[src/rtl/mcadc_pkg.sv]
`timescale 1ns/1ps
package mcadc_pkg;
  localparam int BUS_AW = 8;

  localparam logic [7:0] OFS_CTRL     = 8'h00;
  localparam logic [7:0] OFS_CH_SET   = 8'h10;
  localparam logic [7:0] OFS_CH_CLR   = 8'h14;
  localparam logic [7:0] OFS_CH_STAT  = 8'h18;
  localparam logic [7:0] OFS_LAST     = 8'h20;
  localparam logic [7:0] OFS_IE_SET   = 8'h24;
  localparam logic [7:0] OFS_IE_CLR   = 8'h28;
  localparam logic [7:0] OFS_IE_MASK  = 8'h2C;
  localparam logic [7:0] OFS_EOC      = 8'h30;
  localparam logic [7:0] OFS_RES_BASE = 8'h50;
  localparam logic [7:0] OFS_VERSION  = 8'hFC;

  localparam int CTRL_SWR_BIT   = 0;
  localparam int CTRL_START_BIT = 1;

  // index of the lowest set bit, 0 when none is set
  function automatic logic [4:0] lowest_set(input logic [31:0] v);
    logic [4:0] idx;
    idx = '0;
    for (int i = 31; i >= 0; i--) begin
      if (v[i]) idx = 5'(i);
    end
    return idx;
  endfunction
endpackage

[src/rtl/mcadc_regs.sv]
`timescale 1ns/1ps
module mcadc_regs
  import mcadc_pkg::*;
#(
  parameter int NUM_CH  = 12,
  parameter int RES_W   = 12,
  parameter int DATA_W  = 32,
  parameter logic [DATA_W-1:0] VERSION = 32'h0001_0200
) (
  input  logic                 clk,
  input  logic                 rst,
  input  logic                 bus_wr_en,
  input  logic                 bus_rd_en,
  input  logic [BUS_AW-1:0]    bus_addr,
  input  logic [DATA_W-1:0]    bus_wdata,
  input  logic [NUM_CH-1:0]    eoc_flags,
  input  logic [RES_W-1:0]     last_res,
  output logic [NUM_CH-1:0]    chan_en,
  output logic [NUM_CH-1:0]    irq_mask,
  output logic                 start_pulse,
  output logic                 swr_pulse,
  output logic [NUM_CH-1:0]    rd_clr,
  output logic                 res_rd_en,
  output logic [$clog2(NUM_CH)-1:0] res_rd_idx,
  output logic                 rsel_res_q,
  output logic [DATA_W-1:0]    reg_rdata_q
);
  localparam int IDX_W = $clog2(NUM_CH);
  localparam logic [8:0] RES_END = 9'(OFS_RES_BASE) + 9'(4 * NUM_CH);

  logic             srst;
  logic             ctrl_wr;
  logic             res_hit;
  logic [7:0]       res_off;
  logic [DATA_W-1:0] rd_mux;
  logic             unused_bits;

  assign ctrl_wr     = bus_wr_en && (bus_addr == OFS_CTRL);
  assign swr_pulse   = ctrl_wr && bus_wdata[CTRL_SWR_BIT];
  assign start_pulse = ctrl_wr && bus_wdata[CTRL_START_BIT] && !bus_wdata[CTRL_SWR_BIT];
  assign srst        = rst || swr_pulse;

  assign res_off    = bus_addr - OFS_RES_BASE;
  assign res_hit    = (bus_addr >= OFS_RES_BASE) && ({1'b0, bus_addr} < RES_END) &&
                      (bus_addr[1:0] == 2'b00);
  assign res_rd_idx = res_off[IDX_W+1:2];
  assign res_rd_en  = bus_rd_en && res_hit;
  assign rd_clr     = res_rd_en ? (NUM_CH'(1) << res_rd_idx) : '0;

  assign unused_bits = ^{bus_wdata[DATA_W-1:NUM_CH], res_off[7:IDX_W+2], res_off[1:0]};

  always_comb begin
    case (bus_addr)
      OFS_CH_STAT: rd_mux = DATA_W'(chan_en);
      OFS_IE_MASK: rd_mux = DATA_W'(irq_mask);
      OFS_EOC:     rd_mux = DATA_W'(eoc_flags);
      OFS_LAST:    rd_mux = DATA_W'(last_res);
      OFS_VERSION: rd_mux = VERSION;
      default:     rd_mux = '0;
    endcase
  end

  always_ff @(posedge clk) begin
    if (srst) begin
      chan_en     <= '0;
      irq_mask    <= '0;
      rsel_res_q  <= 1'b0;
      reg_rdata_q <= '0;
    end else begin
      if (bus_wr_en) begin
        case (bus_addr)
          OFS_CH_SET: chan_en  <= chan_en  |  bus_wdata[NUM_CH-1:0];
          OFS_CH_CLR: chan_en  <= chan_en  & ~bus_wdata[NUM_CH-1:0];
          OFS_IE_SET: irq_mask <= irq_mask |  bus_wdata[NUM_CH-1:0];
          OFS_IE_CLR: irq_mask <= irq_mask & ~bus_wdata[NUM_CH-1:0];
          default: ;
        endcase
      end
      if (bus_rd_en) begin
        rsel_res_q  <= res_hit;
        reg_rdata_q <= rd_mux;
      end
    end
  end
endmodule

[src/rtl/mcadc_seq.sv]
`timescale 1ns/1ps
module mcadc_seq
  import mcadc_pkg::*;
#(
  parameter int NUM_CH = 12,
  parameter int RES_W  = 12
) (
  input  logic                      clk,
  input  logic                      rst,
  input  logic                      start,
  input  logic [NUM_CH-1:0]         chan_en,
  input  logic                      conv_done,
  input  logic [RES_W-1:0]          conv_data,
  output logic                      conv_req,
  output logic [$clog2(NUM_CH)-1:0] conv_chan,
  output logic                      res_wr_en,
  output logic [$clog2(NUM_CH)-1:0] res_wr_idx,
  output logic [RES_W-1:0]          res_wr_data
);
  localparam int IDX_W = $clog2(NUM_CH);

  logic              busy_q;
  logic [NUM_CH-1:0] pend_q;
  logic [NUM_CH-1:0] pend_left;
  logic [4:0]        nxt;
  logic              unused_nxt;

  assign nxt        = lowest_set(32'(pend_q));
  assign unused_nxt = ^nxt;
  assign pend_left  = pend_q & ~(NUM_CH'(1) << conv_chan);

  assign res_wr_en   = conv_req && conv_done;
  assign res_wr_idx  = conv_chan;
  assign res_wr_data = conv_data;

  always_ff @(posedge clk) begin
    if (rst) begin
      busy_q    <= 1'b0;
      pend_q    <= '0;
      conv_req  <= 1'b0;
      conv_chan <= '0;
    end else if (!busy_q) begin
      if (start && (|chan_en)) begin
        pend_q <= chan_en;
        busy_q <= 1'b1;
      end
    end else if (!conv_req) begin
      conv_chan <= nxt[IDX_W-1:0];
      conv_req  <= 1'b1;
    end else if (conv_done) begin
      conv_req <= 1'b0;
      pend_q   <= pend_left;
      if (pend_left == '0) busy_q <= 1'b0;
    end
  end
endmodule

[src/rtl/mcadc_store.sv]
`timescale 1ns/1ps
module mcadc_store #(
  parameter int NUM_CH = 12,
  parameter int RES_W  = 12
) (
  input  logic                      clk,
  input  logic                      rst,
  input  logic                      wr_en,
  input  logic [$clog2(NUM_CH)-1:0] wr_idx,
  input  logic [RES_W-1:0]          wr_data,
  input  logic                      rd_en,
  input  logic [$clog2(NUM_CH)-1:0] rd_idx,
  input  logic [NUM_CH-1:0]         rd_clr,
  output logic [RES_W-1:0]          rd_res,
  output logic [NUM_CH-1:0]         eoc_q,
  output logic [RES_W-1:0]          last_q
);
  localparam int IDX_W = $clog2(NUM_CH);
  localparam int DEPTH = 1 << IDX_W;

  logic [RES_W-1:0]  mem [DEPTH];
  logic [RES_W-1:0]  rd_raw_q;
  logic [NUM_CH-1:0] valid_q;
  logic              rd_valid_q;
  logic [NUM_CH-1:0] set_vec;

  assign set_vec = wr_en ? (NUM_CH'(1) << wr_idx) : '0;
  assign rd_res  = rd_valid_q ? rd_raw_q : '0;

  // plain one-write one-read array, no reset: maps onto block RAM
  always_ff @(posedge clk) begin
    if (wr_en) mem[wr_idx] <= wr_data;
    if (rd_en) rd_raw_q <= mem[rd_idx];
  end

  always_ff @(posedge clk) begin
    if (rst) begin
      valid_q    <= '0;
      rd_valid_q <= 1'b0;
      eoc_q      <= '0;
      last_q     <= '0;
    end else begin
      valid_q <= valid_q | set_vec;
      eoc_q   <= (eoc_q & ~rd_clr) | set_vec;
      if (wr_en) last_q <= wr_data;
      if (rd_en) rd_valid_q <= valid_q[rd_idx];
    end
  end
endmodule

[src/rtl/mcadc_ctrl.sv]
`timescale 1ns/1ps
module mcadc_ctrl
  import mcadc_pkg::*;
#(
  parameter int NUM_CH = 12,
  parameter int RES_W  = 12,
  parameter int DATA_W = 32,
  parameter logic [DATA_W-1:0] VERSION = 32'h0001_0200
) (
  input  logic                      clk,
  input  logic                      rst,
  input  logic                      bus_wr_en,
  input  logic                      bus_rd_en,
  input  logic [BUS_AW-1:0]         bus_addr,
  input  logic [DATA_W-1:0]         bus_wdata,
  output logic [DATA_W-1:0]         bus_rdata,
  output logic                      conv_req,
  output logic [$clog2(NUM_CH)-1:0] conv_chan,
  input  logic                      conv_done,
  input  logic [RES_W-1:0]          conv_data,
  output logic                      irq
);
  localparam int IDX_W = $clog2(NUM_CH);

  logic              swr_pulse, start_pulse, srst;
  logic [NUM_CH-1:0] chan_en, irq_mask, rd_clr, eoc_flags;
  logic              res_rd_en, rsel_res_q;
  logic [IDX_W-1:0]  res_rd_idx, res_wr_idx;
  logic [DATA_W-1:0] reg_rdata_q;
  logic [RES_W-1:0]  last_res, rd_res, res_wr_data;
  logic              res_wr_en;

  assign srst = rst || swr_pulse;

  mcadc_regs #(
    .NUM_CH(NUM_CH), .RES_W(RES_W), .DATA_W(DATA_W), .VERSION(VERSION)
  ) u_regs (
    .clk(clk), .rst(rst),
    .bus_wr_en(bus_wr_en), .bus_rd_en(bus_rd_en),
    .bus_addr(bus_addr), .bus_wdata(bus_wdata),
    .eoc_flags(eoc_flags), .last_res(last_res),
    .chan_en(chan_en), .irq_mask(irq_mask),
    .start_pulse(start_pulse), .swr_pulse(swr_pulse),
    .rd_clr(rd_clr), .res_rd_en(res_rd_en), .res_rd_idx(res_rd_idx),
    .rsel_res_q(rsel_res_q), .reg_rdata_q(reg_rdata_q)
  );

  mcadc_seq #(.NUM_CH(NUM_CH), .RES_W(RES_W)) u_seq (
    .clk(clk), .rst(srst), .start(start_pulse), .chan_en(chan_en),
    .conv_done(conv_done), .conv_data(conv_data),
    .conv_req(conv_req), .conv_chan(conv_chan),
    .res_wr_en(res_wr_en), .res_wr_idx(res_wr_idx), .res_wr_data(res_wr_data)
  );

  mcadc_store #(.NUM_CH(NUM_CH), .RES_W(RES_W)) u_store (
    .clk(clk), .rst(srst),
    .wr_en(res_wr_en), .wr_idx(res_wr_idx), .wr_data(res_wr_data),
    .rd_en(res_rd_en), .rd_idx(res_rd_idx), .rd_clr(rd_clr),
    .rd_res(rd_res), .eoc_q(eoc_flags), .last_q(last_res)
  );

  assign bus_rdata = rsel_res_q ? DATA_W'(rd_res) : reg_rdata_q;

  always_ff @(posedge clk) begin
    if (srst) irq <= 1'b0;
    else      irq <= |(eoc_flags & irq_mask);
  end
endmodule

[config.mk]
export PLATFORM = sky130hd
export DESIGN_NAME = mcadc_ctrl
export DESIGN_NICKNAME = d
export VERILOG_FILES = /design/src/rtl/mcadc_pkg.sv /design/src/rtl/mcadc_regs.sv /design/src/rtl/mcadc_seq.sv /design/src/rtl/mcadc_store.sv /design/src/rtl/mcadc_ctrl.sv
export SDC_FILE = /design/constraint.sdc
export NUM_CORES = 1
export LEC_CHECK = 0
export ABC_AREA = 1
export BUFFER_PORTS_ARGS = -buffer_cell sky130_fd_sc_hd__buf_2
export CORE_ASPECT_RATIO = 0.7
export CORE_MARGIN = 3
export CORE_UTILIZATION = 55
export DETAILED_ROUTE_END_ITERATION = 10
export GPL_ROUTABILITY_DRIVEN = 0
export PLACE_DENSITY = 0.74
export SLEW_MARGIN = 30
export SYNTH_ARGS = -nofsm -noshare
export SYNTH_HDL_FRONTEND = slang
export SYNTH_HIERARCHICAL = 1
export SYNTH_SLANG_ARGS = --single-unit
[constraint.sdc]
create_clock -name clk -period 2 [get_ports clk]
set_input_delay 0.4 -clock clk [delete_from_list [all_inputs] [get_ports clk]]
set_output_delay 0.4 -clock clk [all_outputs]
set_load 0.03 [all_outputs]
==> summary.md <==
| Metric | Value |
|---|---|
| Post-route design area | 0.0155 mm^2 |
| Count leader, synth | nor2_1 |
| Drt pass-1 iters | 6 |
| ANT cells | 0 |
| Die Wd | 194 um |
| Setup Skew | 7.80 ps |
| Synth area leader | edfxtp_1 |
| CTS buffer count | 29 |
| # port buffers | 55 |
| Peak VDD IR | 0.644 mV |
| DIE HEIGHT | 138 um |
| Synth Instances | 1495 |
| Placed cell area | 0.0143 mm^2 |
| Register Area | 0.00802 mm^2 |
| Worst setup SP type | register |
| Wire per inst | 17.9 um |
| Worst skew pair latency | 540 ps |
| Final HPWL DP | 22700 um |
| Layout cell share with drive strength beyond 1 | 12.8% |
| Non-Filler Instances | 1890 |
| Via/cell ratio | 5.60 |
| Cells after DPL | 1834 |
| CORE AREA | 0.0240 mm^2 |
| Fillers | 1908 |
| Yosys cell types | 35 |
| Routed wire length | 33900 um |
| LEAKAGE | 5.87 nW |
| Synth top cells by count | nor2_1, nand2_1, edfxtp_1 |
| Post-synth ARST share | 0% |
| Clock root buffer | clkbuf_16 |
| Power Dens Cells | 837 mW/mm^2 |
| Required time worst endpoint | 1600 ps |
| Final worst path period need | 1990 ps |
| Hold Slack | 138 ps |
| Status | finished, final reports clean |
| Hold Crit Class | input pin to register |
| Final Cycle Share | 99.5% |
| Arrival time worst endpoint | 1590 ps |
| Endpoint class of the critical path | primary output |
| Layout Utilization | 64.5% |
| Slew Limit Fails | 0 |
| Clock transition at path regs | 60 ps |
| Area growth syn-to-layout | 13.4% |
| CTS Buffer Depth | 3 |
| Synth top area share | 44.9% |
| Synthesized area | 0.0136 mm^2 |
| Vias | 10584 |
| Antenna violations before repair | 0 |
| Fin. Hold Viols | 0 |
| Vias in the first global route | 9409 |
| Largest net degree at the start of global routing | 101 |
| Synth area leaders | edfxtp_1, dfxtp_1, nor2_1 |
| Cts hold-fix bufs | 0 |
| Max Cap Viol | 0 |
| Antenna viol nets, final | 0 |
| Seq/Total Area, Yosys | 58.7% |
| Synthesized area per cell | 9.12 um^2 |
| Layout net count | 1612 |
| First-pass GRT wire length | 51700 um |
| Worst-margin pin slew | 893 ps |
| Clock sinks | 298 |
| Multi-input logic area | 0.00441 mm^2 |
| Finish-stage setup viols | 0 |
| Synth Register Bits | 298 |
| CP max FO | 6 |
| Tot Pwr | 12.9 mW |
| Die area | 0.0268 mm^2 |
| Ys flop type | edfxtp_1 |
| Grt ovf | 0 |
| H-tree depth | 1 |
| RSZ-0062 raised after global routing | true |
| EDFF count, synth | 204 |
| CTS tree | built |
| Slew margin rel. | 40.2% |
| I/O pin total | 95 |
| # rows | 47 |
| DRC Markers | 0 |
| CP Class | register to primary output |
| Ys Warns | 6 |
| Gr usage total | 24.7% |
| Starting Density | 56.9% |
| Peak Freq | 503 MHz |
| DRT iter0 DRCs | 1191 |
## worst paths after layout
check | start | to | slack (ps) | cells past startpoint
hold / removal | bus_wdata[5] | register | 140 | 3
setup reg to reg | u_seq/conv_chan[1] | u_store/mem[2][1] | 260 | 7
hold reg to reg | u_store/valid_q[0] | u_store/valid_q[0] | 460 | 2
setup / recovery | u_regs/rsel_res_q | bus_rdata[0] | 10 | 3
## through the flow
stage | setup WS (ps) | TNS [ps]
after floorplan | -77.4 | -3870
after global placement | 64.7 | 0
after detailed placement | 45.1 | 0
after CTS | -20.8 | -90.0
after global routing | -25.2 | -60.5
final | 10.7 | 0
## what timing repair did
| action | CTS | global route |
|---|---|---|
| resized for setup | 22 | 11 |
| endpoints found under the hold margin | 0 | 0 |
| endpoints found under the setup margin | 12 | 12 |
| pin swaps | 0 | 4 |
| buffers inserted | 0 | 2 |
| gates cloned | 0 | 1 |
## sequential cells by signal, summed over array words and instances, names as in the netlist, named ones only
signal / cells
u_store/mem: 192
u_store/rd_raw_q: 12
u_seq/conv_req: 1
u_regs/reg_rdata_q: 13
irq: 1
u_seq/pend_q: 12
u_store/rd_valid_q: 1
u_regs/rsel_res_q: 1
u_store/valid_q: 12
u_store/last_q: 12
u_store/eoc_q: 12
u_seq/busy_q: 1
u_seq/conv_chan: 4
## where the power goes
group | leakage (nW) | internal, mW | switching, mW
Clock | 0.491 | 3.41 | 2.23
Sequential | 2.59 | 6.58 | 0.00518
Combinational | 2.79 | 0.199 | 0.511
## logic make-up after synthesis
logic type      after synthesis  synth area share, %
compound gates              282                 11.3
fa+ha+maj                     5                0.459
simple gates                629                 19.0
mux                          12                0.991
other cells                   1               0.0275
buf+inv                     268                 9.59
flops                       298                 58.7
## cell usage in the layout, fill, tap and decap left out, types with 6 or more instances in the layout
cell	count
buf_6	9
nor2_2	6
a21oi_2	9
nor2_1	262
nand3_1	60
edfxtp_1	204
o211ai_1	24
o21ai_1	31
o21bai_1	6
nor3_1	29
buf_12	19
nand3b_1	13
clkbuf_16	31
mux2_2	9
buf_4	43
conb_1	19
inv_1	155
a21oi_1	52
buf_2	42
clkbuf_8	8
nand2_1	241
nand4_1	6
o21ai_0	151
dfxtp_1	92
## critical path: stages (launching register included)
cell and delay (ps):
dfxtp_4 380, buf_6 130, mux2_2 370, buf_4 180
## metal layers
| metal | track usage, % | vias up | wire length, um |
|---|---|---|---|
| met1 | 36.9 | 4983 | 15000 |
| met4 | 5.90 | 0 | 659 |
| li1 | - | 5029 | - |
| met2 | 37.3 | 519 | 14700 |
| met5 | 0 | - | 0 |
| met3 | 5.13 | 53 | 3520 |
## final cells by class
cell class | instances | area share (%)
clock buffers | 44 | 5.72
clock inverters | 9 | 0.760
inverters | 160 | 3.88
multi-input cells | 947 | 28.5
flip-flops and latches | 298 | 51.8
well taps | 318 | 2.57
repair buffers | 114 | 6.72
No activity file was read; power rests on OpenSTA's default activity.
